### src/rtl/accel_bus_pkg.sv
package accel_bus_pkg;
  typedef enum logic [2:0] {
    RG_NONE    = 3'd0,
    RG_IMG_WR  = 3'd1,
    RG_WGT_WR  = 3'd2,
    RG_OUT_RD  = 3'd3,
    RG_CTRL_WR = 3'd4,
    RG_STAT_RD = 3'd5
  } region_e;

  localparam int REGION_W = 3;

  // control word bit positions
  localparam int CW_START  = 0;
  localparam int CW_FIRST  = 1;
  localparam int CW_GROUP  = 2;
  localparam int CW_ITER   = 4;
  localparam int CW_FPM    = 6;
  localparam int CW_FINISH = 11;
  localparam int CW_W      = 12;

  typedef struct packed {
    logic       first_layer;
    logic [1:0] group;
    logic [1:0] iter;
    logic [4:0] fpm;
  } cfg_t;

  localparam int STAT_W = 2;
endpackage

### src/rtl/bus_region_decode.sv
module bus_region_decode
  import accel_bus_pkg::*;
#(
  parameter int ADDR_W  = 21,
  parameter int LADDR_W = 11,
  parameter int N_BANK  = 16,
  parameter int N_MEM   = 8,
  parameter int N_OUT   = 4
) (
  input  logic                    req_i,
  input  logic                    we_i,
  input  logic [ADDR_W-1:0]       addr_i,
  output logic [N_MEM-1:0]        img_we_o,
  output logic [N_BANK*N_MEM-1:0] wgt_we_o,
  output logic [N_OUT-1:0]        out_re_o,
  output logic                    ctrl_wr_o,
  output logic                    stat_rd_o
);
  localparam int MEM_W  = $clog2(N_MEM);
  localparam int BANK_W = $clog2(N_BANK);

  logic [MEM_W-1:0]  mem_sel;
  logic [BANK_W-1:0] bank_sel;
  region_e           region;
  logic hit_img, hit_wgt, hit_out;

  assign mem_sel  = addr_i[LADDR_W +: MEM_W];
  assign bank_sel = addr_i[LADDR_W+MEM_W +: BANK_W];
  assign region   = region_e'(addr_i[ADDR_W-1 -: REGION_W]);

  assign hit_img   = req_i &&  we_i && (region == RG_IMG_WR);
  assign hit_wgt   = req_i &&  we_i && (region == RG_WGT_WR);
  assign hit_out   = req_i && !we_i && (region == RG_OUT_RD);
  assign ctrl_wr_o = req_i &&  we_i && (region == RG_CTRL_WR);
  assign stat_rd_o = req_i && !we_i && (region == RG_STAT_RD);

  for (genvar m = 0; m < N_MEM; m++) begin : g_img
    assign img_we_o[m] = hit_img && (mem_sel == MEM_W'(m));
  end

  for (genvar b = 0; b < N_BANK; b++) begin : g_bank
    for (genvar m = 0; m < N_MEM; m++) begin : g_mem
      assign wgt_we_o[b*N_MEM+m] = hit_wgt && (bank_sel == BANK_W'(b))
                                   && (mem_sel == MEM_W'(m));
    end
  end

  // codes at or above N_OUT select nothing
  for (genvar o = 0; o < N_OUT; o++) begin : g_out
    assign out_re_o[o] = hit_out && (mem_sel == MEM_W'(o));
  end
endmodule

### src/rtl/ctrl_regs.sv
module ctrl_regs
  import accel_bus_pkg::*;
(
  input  logic              clk_i,
  input  logic              rst_ni,
  input  logic              wr_i,
  input  logic [CW_W-1:0]   wdata_i,
  input  logic              conv_done_i,
  output cfg_t              cfg_o,
  output logic              start_o,
  output logic              finish_o,
  output logic [STAT_W-1:0] status_o
);
  logic start_cmd;
  logic busy_q, done_q;

  assign start_cmd = wr_i && wdata_i[CW_START];

  always_ff @(posedge clk_i or negedge rst_ni) begin
    if (!rst_ni) begin
      cfg_o    <= '0;
      start_o  <= 1'b0;
      finish_o <= 1'b0;
    end else begin
      start_o  <= start_cmd;
      finish_o <= wr_i && wdata_i[CW_FINISH];
      if (wr_i) begin
        cfg_o.first_layer <= wdata_i[CW_FIRST];
        cfg_o.group       <= wdata_i[CW_GROUP +: 2];
        cfg_o.iter        <= wdata_i[CW_ITER +: 2];
        cfg_o.fpm         <= wdata_i[CW_FPM +: 5];
      end
    end
  end

  // start wins over a coincident done
  always_ff @(posedge clk_i or negedge rst_ni) begin
    if (!rst_ni) begin
      busy_q <= 1'b0;
      done_q <= 1'b0;
    end else if (start_cmd) begin
      busy_q <= 1'b1;
      done_q <= 1'b0;
    end else if (conv_done_i) begin
      busy_q <= 1'b0;
      done_q <= 1'b1;
    end
  end

  assign status_o = {done_q, busy_q};
endmodule

### src/rtl/read_return.sv
module read_return
  import accel_bus_pkg::*;
#(
  parameter int N_OUT  = 4,
  parameter int WORD_W = 48,
  parameter int DATA_W = 64
) (
  input  logic                    clk_i,
  input  logic                    rst_ni,
  input  logic                    rd_i,
  input  logic [N_OUT-1:0]        out_re_i,
  input  logic                    stat_rd_i,
  input  logic [STAT_W-1:0]       status_i,
  input  logic [N_OUT*WORD_W-1:0] out_rdata_i,
  output logic [DATA_W-1:0]       rdata_o,
  output logic                    rvalid_o
);
  logic [N_OUT-1:0]  sel_q;
  logic [STAT_W-1:0] stat_q;
  logic [WORD_W-1:0] word;

  always_ff @(posedge clk_i or negedge rst_ni) begin
    if (!rst_ni) begin
      rvalid_o <= 1'b0;
      sel_q    <= '0;
      stat_q   <= '0;
    end else begin
      rvalid_o <= rd_i;
      sel_q    <= out_re_i;
      stat_q   <= stat_rd_i ? status_i : '0;
    end
  end

  always_comb begin
    word = '0;
    for (int o = 0; o < N_OUT; o++) begin
      if (sel_q[o]) word = word | out_rdata_i[o*WORD_W +: WORD_W];
    end
  end

  assign rdata_o = DATA_W'(word) | DATA_W'(stat_q);
endmodule

### src/rtl/accel_bus_decode.sv
module accel_bus_decode
  import accel_bus_pkg::*;
#(
  parameter int ADDR_W  = 21,
  parameter int DATA_W  = 64,
  parameter int LADDR_W = 11,
  parameter int WORD_W  = 48,
  parameter int N_BANK  = 16,
  parameter int N_MEM   = 8,
  parameter int N_OUT   = 4
) (
  input  logic                    clk_i,
  input  logic                    rst_ni,
  input  logic                    bus_req_i,
  input  logic                    bus_we_i,
  input  logic [ADDR_W-1:0]       bus_addr_i,
  input  logic [DATA_W-1:0]       bus_wdata_i,
  output logic [DATA_W-1:0]       bus_rdata_o,
  output logic                    bus_rvalid_o,
  input  logic                    conv_done_i,
  output logic [N_MEM-1:0]        img_we_o,
  output logic [N_BANK*N_MEM-1:0] wgt_we_o,
  output logic [N_OUT-1:0]        out_re_o,
  output logic [LADDR_W-1:0]      mem_addr_o,
  output logic [WORD_W-1:0]       mem_wdata_o,
  input  logic [N_OUT*WORD_W-1:0] out_rdata_i,
  output logic                    start_o,
  output logic                    finish_o,
  output logic                    cfg_first_o,
  output logic [1:0]              cfg_group_o,
  output logic [1:0]              cfg_iter_o,
  output logic [4:0]              cfg_fpm_o
);
  logic              ctrl_wr, stat_rd;
  logic [STAT_W-1:0] status;
  cfg_t              cfg;
  logic              unused_wdata;

  assign unused_wdata = ^bus_wdata_i[DATA_W-1:WORD_W];
  assign mem_addr_o   = bus_addr_i[LADDR_W-1:0];
  assign mem_wdata_o  = bus_wdata_i[WORD_W-1:0];

  bus_region_decode #(
    .ADDR_W(ADDR_W), .LADDR_W(LADDR_W), .N_BANK(N_BANK), .N_MEM(N_MEM), .N_OUT(N_OUT)
  ) u_dec (
    .req_i(bus_req_i), .we_i(bus_we_i), .addr_i(bus_addr_i),
    .img_we_o(img_we_o), .wgt_we_o(wgt_we_o), .out_re_o(out_re_o),
    .ctrl_wr_o(ctrl_wr), .stat_rd_o(stat_rd)
  );

  ctrl_regs u_ctrl (
    .clk_i(clk_i), .rst_ni(rst_ni), .wr_i(ctrl_wr),
    .wdata_i(bus_wdata_i[CW_W-1:0]), .conv_done_i(conv_done_i),
    .cfg_o(cfg), .start_o(start_o), .finish_o(finish_o), .status_o(status)
  );

  read_return #(.N_OUT(N_OUT), .WORD_W(WORD_W), .DATA_W(DATA_W)) u_rd (
    .clk_i(clk_i), .rst_ni(rst_ni), .rd_i(bus_req_i && !bus_we_i),
    .out_re_i(out_re_o), .stat_rd_i(stat_rd), .status_i(status),
    .out_rdata_i(out_rdata_i), .rdata_o(bus_rdata_o), .rvalid_o(bus_rvalid_o)
  );

  assign cfg_first_o = cfg.first_layer;
  assign cfg_group_o = cfg.group;
  assign cfg_iter_o  = cfg.iter;
  assign cfg_fpm_o   = cfg.fpm;
endmodule

### config.mk
export PLATFORM = sky130hd
export DESIGN_NAME = accel_bus_decode
export DESIGN_NICKNAME = d
export VERILOG_FILES = /design/src/rtl/accel_bus_pkg.sv /design/src/rtl/bus_region_decode.sv /design/src/rtl/ctrl_regs.sv /design/src/rtl/read_return.sv /design/src/rtl/accel_bus_decode.sv
export SDC_FILE = /design/constraint.sdc
export NUM_CORES = 1
export LEC_CHECK = 0
export BUFFER_PORTS_ARGS = -buffer_cell sky130_fd_sc_hd__clkbuf_2
export CORE_AREA = 5 5 216 218
export DETAILED_ROUTE_END_ITERATION = 8
export DIE_AREA = 0 0 221 223
export PLACE_DENSITY = 0.35
export RECOVER_POWER = 50
export SYNTH_ARGS = -nofsm -noshare
export SYNTH_HDL_FRONTEND = slang
export SYNTH_HIERARCHICAL = 1
export SYNTH_SLANG_ARGS = --single-unit
### constraint.sdc
create_clock -name clk_i -period 2.2 [get_ports clk_i]
set_input_delay 0.55 -clock clk_i [delete_from_list [all_inputs] [get_ports clk_i]]
set_output_delay 0.55 -clock clk_i [all_outputs]
set_load 0.05 [all_outputs]
After elaboration in Yosys (flattened, before gate mapping):

Index checks and enable logic that the tools add are counted.

* flip-flop bits (word level): 21
* input port bits: 282
* word-level logic and storage cells: 220

* eq/ne operators: 27
* multiplexer cells: 9
* bitwise operators: 4
* reduce and logical (&&, ||, !) cells: 169

Operators with widths (count)
* 48-bit 2-to-1 mux: 4
* 1-bit logical AND: 165
* 48-bit bitwise OR: 3
* 48-bit by 2-bit bitwise OR with 48-bit output: 1
* 4-bit equality test, second input constant: 8
* 3-bit equality test, second input constant: 6
* 4-bit by 3-bit equality test with 1-bit output, second input constant: 4
* 3-bit by 2-bit equality test with 1-bit output, second input constant: 4
* 4-bit by 2-bit equality test with 1-bit output, second input constant: 2
* 3-bit by 1-bit equality test with 1-bit output, second input constant: 2
* 4-bit by 1-bit equality test with 1-bit output, second input constant: 1
* 4-bit logical NOT: 1
* 1-bit 2-to-1 mux: 4
* 3-bit logical NOT: 1
* 2-bit 2-to-1 mux: 1
* 2-bit nonzero test: 1
* 1-bit logical NOT: 1

Longest topological paths before layout:

* depth after elaboration: 8
* mapped depth: 5

Hierarchy:

The synthesis kept the hierarchy.

By module, submodules not included
* bus_region_decode: instances 1, cells an instance 226, area an instance 1571.5 um^2, seq. area each 0.0 um^2
* read_return: instances 1, cells an instance 190, area an instance 1355.0 um^2, seq. area each 175.2 um^2
* ctrl_regs: instances 1, cells an instance 33, area an instance 556.8 um^2, seq. area each 350.3 um^2
* accel_bus_decode: instances 1, cells an instance 60, area an instance 456.7 um^2, seq. area each 0.0 um^2

Worst setup path after synthesis:

OpenSTA, ideal clock, no wires.

* path type: in2out
* from: in bus_req_i
* to: out img_we_o[5]
* arrival: 2698 ps
* required time: 1650 ps
* setup slack: -1048 ps
* stages on the path: 3
* path through: clkbuf_1 nand4b_1 nor4b_1

* longest elaborated chain between the ends: 3

Ends and longest elaborated chain
* start, declared: line accel_bus_decode.sv:14 `input logic bus_req_i,`
* 1-bit logical AND (2 in series): line bus_region_decode.sv:31 `assign hit_img = req_i && we_i && (region == RG_IMG_WR);`
* 1-bit logical AND: line bus_region_decode.sv:38 `assign img_we_o[m] = hit_img && (mem_sel == MEM_W'(m));`
* end, declared: line accel_bus_decode.sv:21 `output logic [N_MEM-1:0] img_we_o,`

No other way between the ends.

Worst setup path after layout:

* from: in bus_addr_i[20]
* to: out wgt_we_o[44]

* longest elaborated chain between the ends: 4

Ends and longest elaborated chain
* start, declared: line accel_bus_decode.sv:16 `input logic [ADDR_W-1:0] bus_addr_i,`
* 3-bit by 2-bit equality test with 1-bit output: line bus_region_decode.sv:32 `assign hit_wgt = req_i && we_i && (region == RG_WGT_WR);`
* 1-bit logical AND: line bus_region_decode.sv:32
* 1-bit logical AND: line bus_region_decode.sv:43 `assign wgt_we_o[b*N_MEM+m] = hit_wgt && (bank_sel == BANK_W'(b))`
* 1-bit logical AND: line bus_region_decode.sv:44 `&& (mem_sel == MEM_W'(m));`
* end, declared: line accel_bus_decode.sv:22 `output logic [N_BANK*N_MEM-1:0] wgt_we_o,`

No other way between the ends.

==> results list <==
- Final period demand of the worst path: 2470 ps
- Sw frac: between 40% and 50%
* Leading post-synthesis cells by cell area: sky130_fd_sc_hd__a22oi_1, sky130_fd_sc_hd__buf_4, sky130_fd_sc_hd__dfrtp_1, sky130_fd_sc_hd__nor3_2, sky130_fd_sc_hd__nor3_1
- Among all stages on the critical path, the largest delay is contributed by sky130_fd_sc_hd__or4b_4.
- Cell at the root of the clock tree: sky130_fd_sc_hd__clkbuf_16
- Std-Cell Core Area: around 0.045 mm^2
* Avg Inst Size Synth: 7.74 um^2
- Counting along the longest clock path gives a buffer depth of 2.
* Clock insertion delay at the later pin of the skew report: between 200 and 300 ps
- Startpoint of the worst register-to-register path: u_ctrl/cfg_o[7]
- Post-layout nets: ~1200
- Across all register-to-register paths, the minimum setup slack is 1420 ps.
- After synthesis, the largest area contributor takes up between 10% and 20% of total cell area.
* Worst hold path type: flop to flop
* Crit path top cell by count: sky130_fd_sc_hd__buf_12
- Synthesis inferred 21 register bits.
* Final worst-path setup slack: -271 ps
- Final Hold Violating Endpoints: 0
* Crit Path Category: input port to primary output
* Layout area overhead: 194%
* Sequential element share of the synthesized area: roughly an eighth
- STA classifies the critical path endpoint as a primary output.
- The first detailed-routing pass took 4 iterations.
* Dominant delay contributor by cell family on the critical path: simple AND/OR/NAND/NOR gates
* Horizontal die dimension: roughly 220 um
- Crit-path max FO: 32
* Clock tree from TritonCTS: built
- Among all cell types in the netlist, the one instantiated most often is sky130_fd_sc_hd__a22oi_1.
- The synthesized netlist devotes 0% of its cell area to XOR and XNOR gates.
- At the worst endpoint, the arrival time is 1920 ps.
- Hold_ws: around 470 ps
- The worst setup path is launched from an input port.
- After clock tree synthesis, the flow added hold-fix buffers numbering 0.
* Initial antenna violation count: 4
- The total count of max-transition violations in the final report came to 0.
- Number of library cell types mapped by synthesis: 36
- Measured along the y axis, the die boundary spans about 220 um.
- Clock Power Share: between 15 and 20%
- The number of clock buffers added by TritonCTS is 3.
- Floorplan row count: around 80
- Area of the mapped netlist: approximately 0.004 mm^2
- At the end of the flow the core is filled with cells to between 20 and 30%.
- Leading area contributor after synthesis: sky130_fd_sc_hd__a22oi_1
* Total stage count of the critical path: 5
- Total GRT Usage: between 10% and 20%
- Number of global-route vias before repair: roughly 6300
- In this run the power density over the cells is around 170 mW/mm^2.
- Summed over all failing endpoints, the final setup total negative slack is -24680 ps.
- During I/O placement, the number of pins put on the boundary was between 500 and 600.
- Post-synthesis compound-gate area fraction: between 10% and 20%
* Estimated wirelength of the detail-placed design: roughly 27000 um
- Top achievable clock speed: approximately 0.40 GHz
- Entering global routing, the biggest net connects 33 pins.
- Max-Slew Margin vs Limit: 23.4%
- In the final layout, the share of cells above drive strength 1 is 80.7%.
- RSZ-0062 raised after global routing: true
- The internal power of the cells totals about 1.1 mW.
- Setup-violating endpoint count in the final report: 139
* Cell Area, Placed: between 0.009 and 0.01 mm^2
- Summing the areas of all and, or, nand and nor instances in the mapped netlist gives 38.5% of the synthesized area.
* R2R depth: 1
- Reported leakage power: a little over 6 nW
* Fin crit share: 112%
- Setup Slack @ Placement: -361 ps
- Critical path's largest stage delay: about 540 ps
- For this run, design rule violations remaining after detail routing come to 0.
- In the final routed layout, each cell accounts on average for about 22 um.
* Number of maximum-capacitance violations: 0
* Synthesized instance count: just over 500
- The worst register-to-register path ends at u_ctrl/cfg_o[7].
- H-tree Lvls: 1
- In the routed layout, each cell is associated on average with a via count of about 3.8.
* Run status: finished, violations left
- The tree built by TritonCTS fans out to 21 sinks.
- Data on the critical path is required at its endpoint by 1650 ps.
- The count of nets left with antenna violations once routing finished came out at 0.
- Die area: about 0.049 mm^2
- The critical path contains buffers and inverters numbering 3 combined.
- For this run, asynchronously set or reset flops after synthesis account for between 90% and 100%.
* Endpoint of the most critical setup path: wgt_we_o[44]
- Clk pin slew, worst setup/hold paths: ~50 ps
- Tracing the worst setup path back leads to its startpoint at bus_addr_i[20].
- The total overflow left after global routing is 0.
* Warnings from Yosys: 6
- At the end of routability-driven placement, the weighted congestion stood at roughly 0.78.
- Commonest cells post-synth: sky130_fd_sc_hd__a22oi_1, sky130_fd_sc_hd__nor3_1, sky130_fd_sc_hd__buf_4
- Counting flops with a built-in enable in the synthesized netlist gives 0.
- Pin slew with the least headroom to its limit: 1150 ps
- Summing all non-filler instances in the final layout gives an area of 0.0116 mm^2.
- Cells traversed along the worst timing path: buf_8 > or4b_4 > buf_12 > nor3_4 > buf_12
* Violation count after the first detailed-routing iteration: ~210
- Initial Utilization: under 10%
* Violated checks: setup timing
- The most used flip-flop cell after synthesis is sky130_fd_sc_hd__dfrtp_1.
- Sequential group share of total power: roughly 23%
- VDD sags by at most 213 uV.
- DRT Wirelength: roughly 35000 um
- Adder-Cell Fraction of Synth Area: 0%
- In the synthesized netlist, mux cells make up 3.72% of the area.
- Total net switching power: about 0.87 mW
- The first global-routing pass estimated around 48000 um of wire.
- Setup clock skew after layout: between 0.2 and 0.25 ps
- Input/output buffers: approximately 430
* Share of power burned in combinational logic: 57.9%
* Via count: a little under 6000
- By area, the combinational part of the netlist is dominated by simple AND/OR/NAND/NOR gates.
[cells in the final DEF (no fill, tap or decap), drive strengths merged, types with 8 or more instances in the layout]
cell / n
nand2: 49
clkbuf: 288
nor3: 136
a22oi: 92
nand4b: 8
mux2: 10
nand4bb: 10
conb: 16
dfrtp: 21
buf: 293
[power groups by stage]
stage          Clock [mW]  Combinational [mW]  Sequential (mW)
3_3_place_gp            0               0.997            0.463
3_5_place_dp            0                1.00            0.464
5_1_grt             0.418                1.22            0.461
2_1_floorplan           0               0.711            0.618
4_1_cts             0.402                1.13            0.458
6_report            0.390                1.17            0.457
[through the flow]
| stage | std cells | total power [mW] |
|---|---|---|
| 3_3_place_gp | 1508 | 1.46 |
| 5_1_grt | 1561 | 2.10 |
| 6_report | 1562 | 2.01 |
| 2_1_floorplan | 524 | 1.33 |
| 3_5_place_dp | 1508 | 1.47 |
| 4_1_cts | 1547 | 1.99 |
[cells by family after synthesis]
group | count (synthesis)
flops | 21
mux | 10
compound gates | 97
buf+inv | 149
simple gates | 231
other cells | 1
[worst min path at each step]
| stage | start | endpoint | slack (ps) | depth (start not counted) |
|---|---|---|---|---|
| 6_report | u_ctrl/busy_q | u_ctrl/busy_q | 470 | 1 |
| 5_1_grt | u_ctrl/busy_q | u_ctrl/busy_q | 490 | 1 |
| 4_1_cts | rst_ni | u_ctrl/finish_o | 280 | 1 |
| 3_5_place_dp | u_ctrl/busy_q | u_ctrl/busy_q | 460 | 1 |
| 3_3_place_gp | u_ctrl/busy_q | u_ctrl/busy_q | 460 | 1 |
| 2_1_floorplan | rst_ni | u_ctrl/busy_q | 250 | 0 |
[area by class of cell]
type | count | area (um^2)
diodes | 2 | 5.00
clock buffers | 3 | 75.1
clock inverters | 1 | 7.51
fillers | 4802 | 33100
inverters | 2 | 11.3
multi-input cells | 354 | 4020
flip-flops and latches | 21 | 533
well taps | 600 | 751
repair buffers | 579 | 6190
[per-layer routing]
layer	GRT usage (%)	part of all wire, %
met1	14.2	35
met4	2.48	2.0
met2	24.0	54
met5	0	0
met3	4.66	8.8
[what timing repair did]
item                       in CTS  in global routing
setup buffers                  26                 15
resized for setup             183                 95
cloned                          9                  3
setup endpoints to repair     186                165
pin swaps                      75                 46
hold endpoints to repair        0                  0
[flip-flops by register name, indices dropped and copies added (netlist names)]
| name | flops |
|---|---|
| u_rd/rvalid_o | 1 |
| u_ctrl/busy_q | 1 |
| u_rd/stat_q | 2 |
| u_ctrl/cfg_o | 10 |
| u_ctrl/finish_o | 1 |
| u_rd/sel_q | 4 |
| u_ctrl/done_q | 1 |
| u_ctrl/start_o | 1 |
No activity file was read; power rests on OpenSTA's default activity.
